$ cat src/rtl/ata_wait_pkg.sv
package ata_wait_pkg;

    localparam logic [2:0] STATUS_REG = 3'd7;
    localparam logic [2:0] DRIVE_REG  = 3'd6;
    localparam logic [7:0] SEL_BASE   = 8'hA0;
    localparam int         BUSY_BIT   = 7;
    localparam int         ERR_BIT    = 0;

    typedef enum logic [3:0] {
        ST_IDLE,
        ST_SETTLE1,
        ST_RD_BUSY,
        ST_RESEL_WR,
        ST_RESEL_WAIT,
        ST_RD_RESEL,
        ST_GAP,
        ST_SETTLE2,
        ST_RD_BITS,
        ST_GAP2
    } wait_state_e;

endpackage

$ cat src/rtl/ata_us_timer.sv
module ata_us_timer #(
    parameter int W = 4
) (
    input  logic         clk,
    input  logic         rst_n,
    input  logic         load,
    input  logic [W-1:0] load_val,
    input  logic         tick,
    output logic         fire
);
    logic [W-1:0] cnt_d, cnt_q;

    always_comb begin
        cnt_d = cnt_q;
        if (load) begin
            cnt_d = load_val;
        end else if (tick && cnt_q != '0) begin
            cnt_d = cnt_q - W'(1);
        end
    end

    always_ff @(posedge clk or negedge rst_n) begin
        if (!rst_n) cnt_q <= '0;
        else        cnt_q <= cnt_d;
    end

    // expires on the tick that consumes the last microsecond
    assign fire = !load && tick && (cnt_q == W'(1));
endmodule

$ cat src/rtl/ata_busy_pacer.sv
module ata_busy_pacer #(
    parameter int EW            = 24,
    parameter int TW            = 11,
    parameter int FAST_LIMIT_US = 1000,
    parameter int FAST_STEP_US  = 10,
    parameter int SLOW_STEP_US  = 1000,
    parameter int BUDGET_US     = 5000000
) (
    input  logic [EW-1:0] elapsed,
    output logic [TW-1:0] gap,
    output logic [EW-1:0] elapsed_next,
    output logic          over_budget
);
    logic [EW-1:0] gap_w;

    always_comb begin
        gap_w        = (elapsed > EW'(FAST_LIMIT_US)) ? EW'(SLOW_STEP_US) : EW'(FAST_STEP_US);
        elapsed_next = elapsed + gap_w;
        over_budget  = (elapsed_next >= EW'(BUDGET_US));
        gap          = gap_w[TW-1:0];
    end
endmodule

$ cat src/rtl/ata_status_eval.sv
module ata_status_eval
    import ata_wait_pkg::*;
(
    input  logic [7:0] status,
    input  logic [7:0] mask,
    output logic       all_ones,
    output logic       busy,
    output logic       match,
    output logic       err
);
    assign all_ones = (status == 8'hFF);
    assign busy     = status[BUSY_BIT];
    assign match    = ((status & mask) == mask);
    assign err      = status[ERR_BIT];
endmodule

$ cat src/rtl/ata_status_waiter.sv
module ata_status_waiter
    import ata_wait_pkg::*;
#(
    parameter int SETTLE_US      = 1,
    parameter int RESEL_US       = 10,
    parameter int FAST_STEP_US   = 10,
    parameter int SLOW_STEP_US   = 1000,
    parameter int FAST_LIMIT_US  = 1000,
    parameter int BUSY_BUDGET_US = 5000000,
    parameter int BIT_POLLS      = 5000,
    parameter int BIT_STEP_US    = 10
) (
    input  logic       clk,
    input  logic       rst_n,
    input  logic       tick_us,
    input  logic       start,
    input  logic [7:0] want_mask,
    input  logic       unit_sel,
    output logic       done,
    output logic       fail,
    output logic       err_bit,
    output logic       tf_rd,
    output logic       tf_wr,
    output logic [2:0] tf_addr,
    output logic [7:0] tf_wdata,
    input  logic [7:0] tf_rdata
);
    localparam int MAX_A   = (SLOW_STEP_US > FAST_STEP_US) ? SLOW_STEP_US : FAST_STEP_US;
    localparam int MAX_B   = (RESEL_US > BIT_STEP_US) ? RESEL_US : BIT_STEP_US;
    localparam int MAX_AB  = (MAX_A > MAX_B) ? MAX_A : MAX_B;
    localparam int MAX_ST  = (MAX_AB > SETTLE_US) ? MAX_AB : SETTLE_US;
    localparam int TW      = $clog2(MAX_ST + 1);
    localparam int EW      = $clog2(BUSY_BUDGET_US + MAX_A + 1);
    localparam int PW      = $clog2(BIT_POLLS + 1);

    typedef struct packed {
        wait_state_e   state;
        logic [EW-1:0] elapsed;
        logic [PW-1:0] polls;
        logic [7:0]    mask;
        logic          unit;
        logic          done;
        logic          fail;
        logic          err;
    } waiter_t;

    waiter_t st_d, st_q;

    logic          tmr_load;
    logic [TW-1:0] tmr_val;
    logic          tmr_fire;
    logic [TW-1:0] pace_gap;
    logic [EW-1:0] pace_next;
    logic          pace_over;
    logic          ev_ones, ev_busy, ev_match, ev_err;

    ata_us_timer #(.W(TW)) u_timer (
        .clk      (clk),
        .rst_n    (rst_n),
        .load     (tmr_load),
        .load_val (tmr_val),
        .tick     (tick_us),
        .fire     (tmr_fire)
    );

    ata_busy_pacer #(
        .EW            (EW),
        .TW            (TW),
        .FAST_LIMIT_US (FAST_LIMIT_US),
        .FAST_STEP_US  (FAST_STEP_US),
        .SLOW_STEP_US  (SLOW_STEP_US),
        .BUDGET_US     (BUSY_BUDGET_US)
    ) u_pacer (
        .elapsed      (st_q.elapsed),
        .gap          (pace_gap),
        .elapsed_next (pace_next),
        .over_budget  (pace_over)
    );

    ata_status_eval u_eval (
        .status   (tf_rdata),
        .mask     (st_q.mask),
        .all_ones (ev_ones),
        .busy     (ev_busy),
        .match    (ev_match),
        .err      (ev_err)
    );

    always_comb begin
        st_d      = st_q;
        st_d.done = 1'b0;
        tmr_load  = 1'b0;
        tmr_val   = '0;
        tf_rd     = 1'b0;
        tf_wr     = 1'b0;
        tf_addr   = STATUS_REG;
        tf_wdata  = '0;

        unique case (st_q.state)
            ST_IDLE: begin
                if (start) begin
                    st_d.mask    = want_mask;
                    st_d.unit    = unit_sel;
                    st_d.elapsed = '0;
                    st_d.polls   = '0;
                    st_d.fail    = 1'b0;
                    st_d.err     = 1'b0;
                    tmr_load     = 1'b1;
                    tmr_val      = TW'(SETTLE_US);
                    st_d.state   = ST_SETTLE1;
                end
            end
            ST_SETTLE1: if (tmr_fire) st_d.state = ST_RD_BUSY;
            ST_GAP:     if (tmr_fire) st_d.state = ST_RD_BUSY;
            ST_RESEL_WAIT: if (tmr_fire) st_d.state = ST_RD_RESEL;
            ST_SETTLE2: if (tmr_fire) st_d.state = ST_RD_BITS;
            ST_GAP2:    if (tmr_fire) st_d.state = ST_RD_BITS;
            ST_RESEL_WR: begin
                tf_wr      = 1'b1;
                tf_addr    = DRIVE_REG;
                tf_wdata   = SEL_BASE | {3'b000, st_q.unit, 4'b0000};
                tmr_load   = 1'b1;
                tmr_val    = TW'(RESEL_US);
                st_d.state = ST_RESEL_WAIT;
            end
            ST_RD_BUSY, ST_RD_RESEL: begin
                tf_rd = 1'b1;
                if (ev_ones && st_q.state == ST_RD_BUSY) begin
                    st_d.state = ST_RESEL_WR;
                end else if (ev_ones) begin
                    st_d.done  = 1'b1;
                    st_d.fail  = 1'b1;
                    st_d.state = ST_IDLE;
                end else if (!ev_busy) begin
                    if (st_q.mask == '0) begin
                        st_d.done  = 1'b1;
                        st_d.err   = ev_err;
                        st_d.state = ST_IDLE;
                    end else begin
                        tmr_load   = 1'b1;
                        tmr_val    = TW'(SETTLE_US);
                        st_d.polls = '0;
                        st_d.state = ST_SETTLE2;
                    end
                end else if (pace_over) begin
                    st_d.done  = 1'b1;
                    st_d.fail  = 1'b1;
                    st_d.state = ST_IDLE;
                end else begin
                    st_d.elapsed = pace_next;
                    tmr_load     = 1'b1;
                    tmr_val      = pace_gap;
                    st_d.state   = ST_GAP;
                end
            end
            ST_RD_BITS: begin
                tf_rd = 1'b1;
                if (ev_match) begin
                    st_d.done  = 1'b1;
                    st_d.err   = ev_err;
                    st_d.state = ST_IDLE;
                end else if (st_q.polls == PW'(BIT_POLLS - 1)) begin
                    st_d.done  = 1'b1;
                    st_d.fail  = 1'b1;
                    st_d.state = ST_IDLE;
                end else begin
                    st_d.polls = st_q.polls + PW'(1);
                    tmr_load   = 1'b1;
                    tmr_val    = TW'(BIT_STEP_US);
                    st_d.state = ST_GAP2;
                end
            end
            default: st_d.state = ST_IDLE;
        endcase
    end

    always_ff @(posedge clk or negedge rst_n) begin
        if (!rst_n) st_q <= '0;
        else        st_q <= st_d;
    end

    wait_state_e state_q;
    logic        unit_q;
    assign state_q = st_q.state;
    assign unit_q  = st_q.unit;
    assign done    = st_q.done;
    assign fail    = st_q.fail;
    assign err_bit = st_q.err;
endmodule

$ cat config.mk
export PLATFORM = sky130hd
export DESIGN_NAME = ata_status_waiter
export DESIGN_NICKNAME = d
export VERILOG_FILES = /design/src/rtl/ata_wait_pkg.sv /design/src/rtl/ata_us_timer.sv /design/src/rtl/ata_busy_pacer.sv /design/src/rtl/ata_status_eval.sv /design/src/rtl/ata_status_waiter.sv
export SDC_FILE = /design/constraint.sdc
export NUM_CORES = 1
export LEC_CHECK = 0
export BUFFER_PORTS_ARGS = -buffer_cell sky130_fd_sc_hd__buf_2
export CELL_PAD_IN_SITES_DETAIL_PLACEMENT = 1
export CELL_PAD_IN_SITES_GLOBAL_PLACEMENT = 2
export CORE_UTILIZATION = 39
export CTS_BUF_LIST = sky130_fd_sc_hd__clkbuf_4 sky130_fd_sc_hd__clkbuf_8
export DETAILED_ROUTE_END_ITERATION = 10
export GPL_TIMING_DRIVEN = 0
export MAX_ROUTING_LAYER = met4
export PLACE_DENSITY_LB_ADDON = 0.25
export RECOVER_POWER = 50
export SLEW_MARGIN = 25
export SYNTH_ARGS = -nofsm -noshare
export SYNTH_HDL_FRONTEND = slang
export SYNTH_SLANG_ARGS = --single-unit
$ cat constraint.sdc
create_clock -name clk -period 5.7 [get_ports clk]
set_input_delay 1.14 -clock clk [delete_from_list [all_inputs] [get_ports clk]]
set_output_delay 1.14 -clock clk [all_outputs]
set_load 0.005 [all_outputs]
# Yosys cells after proc, flatten, opt, wreduce, memory -nomap -nowiden
# Cells that the tools add are included.
[totals] regBits=62 mem_count=0 out_inout_bits=16 romBits=0 mem_bits_rw=0 latchBits=0 input_bits=21
[op_classes] div=0 mul=0 magnitude_cmp=2 reduce_logical=21 n_bitwise=1 n_addsub=3 n_eq_ne=30 shifts=0 n_mux=63
[op_table] cell="2-to-1 mux 36 bit" count=2
[op_table] cell="2-to-1 mux 10 bit" count=7
[op_table] cell="2-to-1 mux 13 bit" count=4
[op_table] cell="2-to-1 mux 49 bit" count=1
[op_table] cell="2-to-1 mux 23 bit" count=2
[op_table] cell="case mux 23 bit (2 select lines)" count=1
[op_table] cell="case mux 10 bit (4 select lines)" count=1
[op_table] cell="case mux 13 bit (3 select lines)" count=1
[op_table] cell="2-to-1 mux 4 bit" count=7
[op_table] cell="case mux 4 bit (7 select lines)" count=1
[op_table] cell="inequality test 2 bit, second input constant" count=13
[op_table] cell="adder 23 bit" count=1
[op_table] cell=">= comparator 23 bit, second input constant" count=1
[op_table] cell="> comparator 23 x 10 -> 1 bit, second input constant" count=1
[op_table] cell="2-to-1 mux 1 bit" count=22
[op_table] cell="2-to-1 mux 3 bit" count=6
[op_table] cell="== test 4 x 3 -> 1 bit, second input constant" count=4
[op_table] cell="AND reduction 7 bit" count=2
[op_table] cell="adder 13 x 1 -> 13 bit, second input constant" count=1
[op_table] cell="== test 13 bit, second input constant" count=1
[op_table] cell="== test 10 x 1 -> 1 bit, second input constant" count=1
[op_table] cell="nonzero test 10 bit" count=1
[op_table] cell="subtractor 10 x 1 -> 10 bit, second input constant" count=1
[op_table] cell="bitwise AND 8 bit" count=1
[op_table] cell="other kinds (24)" count=37

# Logic depth before layout (Yosys ltp)
[logic_depth] ltp_word=14 mapped_depth=18 depth_no_buf=14

# By module
# A second synthesis with hierarchy kept.
[unflattened] hier_cells=533 area_unflattened_um2=4583.1
[by_module_without_submodules] module="ata_status_waiter" instances=1 cells_each=315 seq_area_each_um2=1301.2 area_per_inst_um2=2874.0
[by_module_without_submodules] module="ata_busy_pacer" instances=1 cells_each=125 seq_area_each_um2=0.0 area_per_inst_um2=914.6
[by_module_without_submodules] module="ata_us_timer" instances=1 cells_each=75 seq_area_each_um2=250.2 area_per_inst_um2=695.7
[by_module_without_submodules] module="ata_status_eval" instances=1 cells_each=18 seq_area_each_um2=0.0 area_per_inst_um2=98.8

# Worst setup path before layout
# OpenSTA, ideal clock, no wires.
[synth_timing] kind="register to register" start="register st_q[44] in the netlist's numbering" end="register st_q[44] in the netlist's numbering" t_arrival_ns=3.897 period_less_slack_ns=4.023 setup_slack_ns=1.677 stages_incl_launch_ff=17 path_cell_list="dfrtp_1 > clkbuf_1 > nor4_1 > nand4_1 > a31oi_1 > inv_1 > ha_1 > a21oi_2 > nor4_4 > o21ai_2 > or4b_1 > a41oi_2 > and3_4 > nand2_2 > and2_4 > buf_6 > a221o_1"
[synth_via] elab_chain_len=8 word_cells_on_any_way=11
[synth_rtl] item="start, declared" line="ata_status_waiter.sv:47" text="waiter_t st_d, st_q;"
[synth_rtl] item="start signal, assigned" line="ata_status_waiter.sv:179" text="else st_q <= st_d;"
[synth_rtl] item="> comparator 23 x 10 -> 1 bit" line="ata_busy_pacer.sv:17" text="gap_w = (elapsed > EW'(FAST_LIMIT_US)) ? EW'(SLOW_STEP_US) : EW'(FAST_STEP_US);"
[synth_rtl] item="2-to-1 mux 10 bit" line="ata_busy_pacer.sv:17"
[synth_rtl] item="adder 23 bit *" line="ata_busy_pacer.sv:18" text="elapsed_next = elapsed + gap_w;"
[synth_rtl] item="parallel branches: the longest is 5 deep, another holds >= comparator 23 bit"
# Every way passes the cells marked *. The select of a mux whose other input is x is not followed.
# A chain may end at the register's enable or synchronous reset.

# Final worst setup path
[layout_timing] start="register st_q[43] in the netlist's numbering" end="register u_timer.cnt_q[5]"
[layout_via] elab_chain_len=10 word_cells_on_any_way=16
[layout_rtl] item="> comparator 23 x 10 -> 1 bit" line="ata_busy_pacer.sv:17"
[layout_rtl] item="2-to-1 mux 10 bit" line="ata_busy_pacer.sv:17"
[layout_rtl] item="adder 23 bit" line="ata_busy_pacer.sv:18"
[layout_rtl] item=">= comparator 23 bit" line="ata_busy_pacer.sv:19" text="over_budget = (elapsed_next >= EW'(BUDGET_US));"
[layout_rtl] item="2-to-1 mux 10 bit or 2-to-1 mux 1 bit (tied branches)" line="ata_status_waiter.sv:145" text="end else if (pace_over) begin"
[layout_rtl] item="2-to-1 mux 10 bit or 2-to-1 mux 1 bit (tied branches)" line="ata_status_waiter.sv:134" text="end else if (!ev_busy) begin"
[layout_rtl] item="2-to-1 mux 10 bit or 2-to-1 mux 1 bit (tied branches)" line="ata_status_waiter.sv:130" text="end else if (ev_ones) begin"
[layout_rtl] item="2-to-1 mux 10 bit or 2-to-1 mux 1 bit (tied branches)" line="ata_status_waiter.sv:128" text="if (ev_ones && st_q.state == ST_RD_BUSY) begin"
[layout_rtl] item="case mux 10 bit (4 select lines) or case mux 1 bit (4 select lines) (tied branches)" line="ata_status_waiter.sv:99" text="unique case (st_q.state)"
[layout_rtl] item="2-to-1 mux 10 bit or nonzero test 2 bit (tied branches)"
[layout_rtl] item="end signal, assigned" line="ata_us_timer.sv:24" text="else cnt_q <= cnt_d;"
[layout_rtl] item="end, declared" line="ata_us_timer.sv:11" text="logic [W-1:0] cnt_d, cnt_q;"
# Parallel ways exist; a longest one is shown, timed or not.

==> reports/summary.json <==
{
  "combinationalPowerShare": {"value": 42.9, "unit": "%"},
  "synth.cells.most_frequent": {"value": "sky130_fd_sc_hd__dfrtp_1 (61), sky130_fd_sc_hd__nand2_1 (40), sky130_fd_sc_hd__nor2_1 (32)"},
  "ant_nets": {"value": 0},
  "tritoncts": {"value": "done"},
  "async_flop_share": {"value": 100.0, "unit": "%"},
  "clkSlewWorstSetupHoldPaths": {"value": 0.07, "unit": "ns"},
  "cellInternalPower": {"value": 0.001193, "unit": "W"},
  "die_width": {"value": 107.8, "unit": "um"},
  "grt_max_degree": {"value": 38},
  "number_of_slew_limit_violations_in_the_final_report": {"value": 38},
  "power_density": {"value": 397.7, "unit": "mW/mm^2"},
  "tightestPinTransition": {"value": 2.088, "unit": "ns"},
  "grt.met2_usage": {"value": 37.45, "unit": "%"},
  "drt-vias-per-instance": {"value": 5.770},
  "final-setup-viol-count": {"value": 0},
  "synth_area_per_cell": {"value": 8.809, "unit": "sq um"},
  "ctsHoldBuffers": {"value": 0},
  "io_pins": {"value": 37},
  "synth_enable_flop_cells": {"value": 0},
  "post-synth-top-area-cell": {"value": "sky130_fd_sc_hd__dfrtp_1"},
  "std_cell_core_area": {"value": 0.01089, "unit": "sq mm"},
  "failed_checks": {"value": "capacitance limit, slew limit"},
  "timing.critical_path.slowest_stage_cell": {"value": "sky130_fd_sc_hd__o211ai_1"},
  "power.ir.vdd_worst": {"value": 0.1805, "unit": "mV"},
  "clk_root_buffer_cell": {"value": "sky130_fd_sc_hd__clkbuf_8"},
  "hp-class": {"value": "reg2reg"},
  "crit_chain": {"value": "clkbuf_1, nor4_1, nand4_1, a31oi_2, inv_1, ha_1, buf_2, a21oi_2, o21ai_1, o211ai_1, nor3b_1, o31ai_1, o31a_2, nor2_2, buf_6, nand2_2, a221oi_2"},
  "setup_tns": {"value": 0, "unit": "ns"},
  "nets": {"value": 572},
  "synth_largest_type_area_fraction": {"value": 34.94, "unit": "%"},
  "power.share.clock": {"value": 25.2, "unit": "%"},
  "post-route-drc-count": {"value": 0},
  "placed_cells": {"value": 670},
  "max_cap_viols": {"value": 1},
  "seq_area_frac_synth": {"value": 34.94, "unit": "%"},
  "first_pass_iters": {"value": 4},
  "gr-usage-all-layers": {"value": 23.36, "unit": "%"},
  "fmax": {"value": 192.5, "unit": "MHz"},
  "clock_insertion_delay_worst_skew": {"value": 0.36, "unit": "ns"},
  "antenna-diode-count": {"value": 0},
  "final_period_minus_worst_setup_slack": {"value": 5.194, "unit": "ns"},
  "num_rows": {"value": 38},
  "finalHoldViolations": {"value": 0},
  "synth_ff_type": {"value": "sky130_fd_sc_hd__dfrtp_1"},
  "cts-htree-levels": {"value": 3},
  "timing.clock.skew": {"value": 0.01128, "unit": "ns"},
  "fill_cells": {"value": 1348},
  "slew_headroom": {"value": -39.18, "unit": "%"},
  "met3_usage": {"value": 3.814, "unit": "%"},
  "ctsLongestPathBuffers": {"value": 2},
  "final_min_period_over_clock_period": {"value": 91.13, "unit": "%"},
  "finalInstanceArea": {"value": 0.004955, "unit": "sq mm"},
  "synth.distinct_cells": {"value": 78},
  "leakagePower": {"value": 2.224, "unit": "nW"},
  "p_seq_share": {"value": 31.8, "unit": "%"},
  "p_switching": {"value": 0.0007774, "unit": "W"},
  "routed-via-count": {"value": 3958},
  "cts.repair_timing.setup_buffer_count": {"value": 0},
  "required": {"value": 5.96, "unit": "ns"},
  "grt_antenna_before_repair": {"value": 0},
  "most_repeated_cell_in_the_gate_level_netlist_after_synthesis": {"value": "sky130_fd_sc_hd__dfrtp_1"},
  "floorplan.die.height": {"value": 107.8, "unit": "um"},
  "gr-max-usage-layer": {"value": "met2"},
  "final_instance_count_without_filler_cells": {"value": 686},
  "post_cts_resize_count": {"value": 0},
  "synthesis.area": {"value": 0.004369, "unit": "sq mm"},
  "startpoint_types": {"value": "flop"},
  "gp_congestion": {"value": 0.8403},
  "critical_path.endpoint_type": {"value": "flop"},
  "result_of_the_run": {"value": "finished with violations"},
  "postSynthRegisterBits": {"value": 61},
  "flow.area_growth_from_synthesis": {"value": 13.40, "unit": "%"},
  "grt_use_met1": {"value": 30.05, "unit": "%"},
  "global_route_wire_length_before_repair": {"value": 20350, "unit": "um"},
  "setup_repair_after_global_routing_missed_its_margin": {"value": "no"},
  "yosys-top-cells-area": {"value": "sky130_fd_sc_hd__dfrtp_1 (35%), sky130_fd_sc_hd__nand2_1 (3.4%), sky130_fd_sc_hd__nand3_1 (3.4%), sky130_fd_sc_hd__mux2_2 (3.1%), sky130_fd_sc_hd__ha_1 (2.9%)"},
  "initial_drc_count": {"value": 130},
  "wl": {"value": 12230, "unit": "um"},
  "worst_path_largest_cell_delay": {"value": 0.45, "unit": "ns"},
  "io_buffer_count": {"value": 28},
  "p_sw_share": {"value": 39.45, "unit": "%"},
  "crit_path_max_fanout": {"value": 10},
  "arrival": {"value": 5.46, "unit": "ns"},
  "floorplan.die_area": {"value": 0.01163, "unit": "sq mm"},
  "cts_sinks": {"value": 61},
  "numCtsBuffers": {"value": 9},
  "initial_utilization": {"value": 40.13, "unit": "%"},
  "final_layout_size_suffix_gt1_share": {"value": 19.41, "unit": "%"},
  "timing_worst_setup_path_type": {"value": "reg2reg"},
  "synth.yosys.warnings": {"value": 0},
  "dpl_cell_area": {"value": 0.004726, "unit": "sq mm"},
  "mapped_cells": {"value": 496},
  "grt_pass1_vias": {"value": 4033},
  "avgRoutedWirePerCell": {"value": 17.83, "unit": "um"},
  "grt.overflow.total": {"value": 0},
  "hpwl": {"value": 9106, "unit": "um"}
}
placed cells by master (no fill, tap or decap), types with 12 or more instances in the layout:
cell | Yosys | routed
sky130_fd_sc_hd__xor2_1 | 13 | 13
sky130_fd_sc_hd__inv_1 | 23 | 23
sky130_fd_sc_hd__nor2_1 | 32 | 32
sky130_fd_sc_hd__buf_2 | 7 | 30
sky130_fd_sc_hd__clkbuf_1 | 13 | 19
sky130_fd_sc_hd__and3_1 | 15 | 15
sky130_fd_sc_hd__mux2_2 | 12 | 12
sky130_fd_sc_hd__nand2_1 | 40 | 40
sky130_fd_sc_hd__dfrtp_1 | 61 | 61
sky130_fd_sc_hd__a21oi_1 | 23 | 23
sky130_fd_sc_hd__o21ai_0 | 22 | 22
sky130_fd_sc_hd__nor3_1 | 22 | 22
sky130_fd_sc_hd__nand3_1 | 30 | 30
state kept, by name, indices dropped and copies added, names as in the netlist:
signal / flops
st_q: 43
u_timer.cnt_q: 10
state_q: 4
done: 1
err_bit: 1
fail: 1
unit_q: 1
routing by layer:
metal / wire, um / up-vias
met3: 392 / 16
met1: 5900 / 1949
li1: - / 1920
met2: 5747 / 73
met5: 0 / -
met4: 188 / 0
power groups by stage:
stage	logic [W]	registers, W	clock network [W]
floorplan	0.000642	0.000612	0
global placement	0.000827	0.000632	0
detailed placement	0.000850	0.000636	0
CTS	0.000857	0.000628	0.000512
global route	0.000945	0.000647	0.000529
finish	0.000846	0.000628	0.000497
per-stage QoR:
| step | util (%) | power (W) | hold WS, ns | setup WS (ns) |
|---|---|---|---|---|
| after floorplan | - | 0.001255 | 0.4675 | 1.677 |
| after global placement | 43.20 | 0.001459 | 0.4862 | 0.4656 |
| after detailed placement | 43.40 | 0.001485 | 0.4942 | 0.3672 |
| after CTS | 45.68 | 0.001996 | 0.5112 | 0.3079 |
| after global routing | 45.51 | 0.002121 | 0.5361 | 0.1795 |
| final | 45.51 | 0.001971 | 0.5047 | 0.5058 |
critical path: cells and delay by family, from the launching register on:
kind / cells / cell delay [ns]
DFF: 1 / 0.36
buffers and inverters: 4 / 0.84
adders and majority gates: 1 / 0.33
AOI/OAI and AO/OA: 7 / 2.26
and+or+nand+nor: 5 / 1.29
cell type report:
class | count | area, sq um | share of cell area (%)
timing repair buffer | 29 | 137.6 | 2.778
multi-input combinational | 385 | 2596 | 52.40
sequential | 61 | 1526 | 30.81
clock buffer | 12 | 152.6 | 3.081
tap | 140 | 175.2 | 3.535
inverter | 23 | 86.33 | 1.742
buffer | 32 | 185.2 | 3.737
clock inverter | 4 | 95.09 | 1.919
worst paths after layout:
path                       slack (ns)      from  cells past startpoint          endpoint
max                              0.51  st_q[43]                     17  u_timer.cnt_q[5]
min                              0.50    unit_q                      1            unit_q
max reg2reg                      0.51  st_q[43]                     17  u_timer.cnt_q[5]
min reg2reg                      0.50    unit_q                      1            unit_q
max in group asynchronous        2.02     rst_n                      2           st_q[7]
min in group asynchronous        1.08     rst_n                      1          st_q[36]
logic make-up (layout without fill, tap and decap cells):
| kind of cell | Yosys count | after routing | share of synthesized area (%) |
|---|---|---|---|
| other | 2 | 7 | 0.1719 |
| AOI/OAI and AO/OA | 131 | 131 | 22.77 |
| adders and majority gates | 10 | 10 | 2.864 |
| DFF | 61 | 61 | 34.94 |
| muxes | 13 | 13 | 3.436 |
| buffers and inverters | 55 | 100 | 6.214 |
| and+or+nand+nor | 201 | 201 | 25.00 |
| xor gates and xnor gates | 23 | 23 | 4.610 |
(Power assumes the default switching activity.)
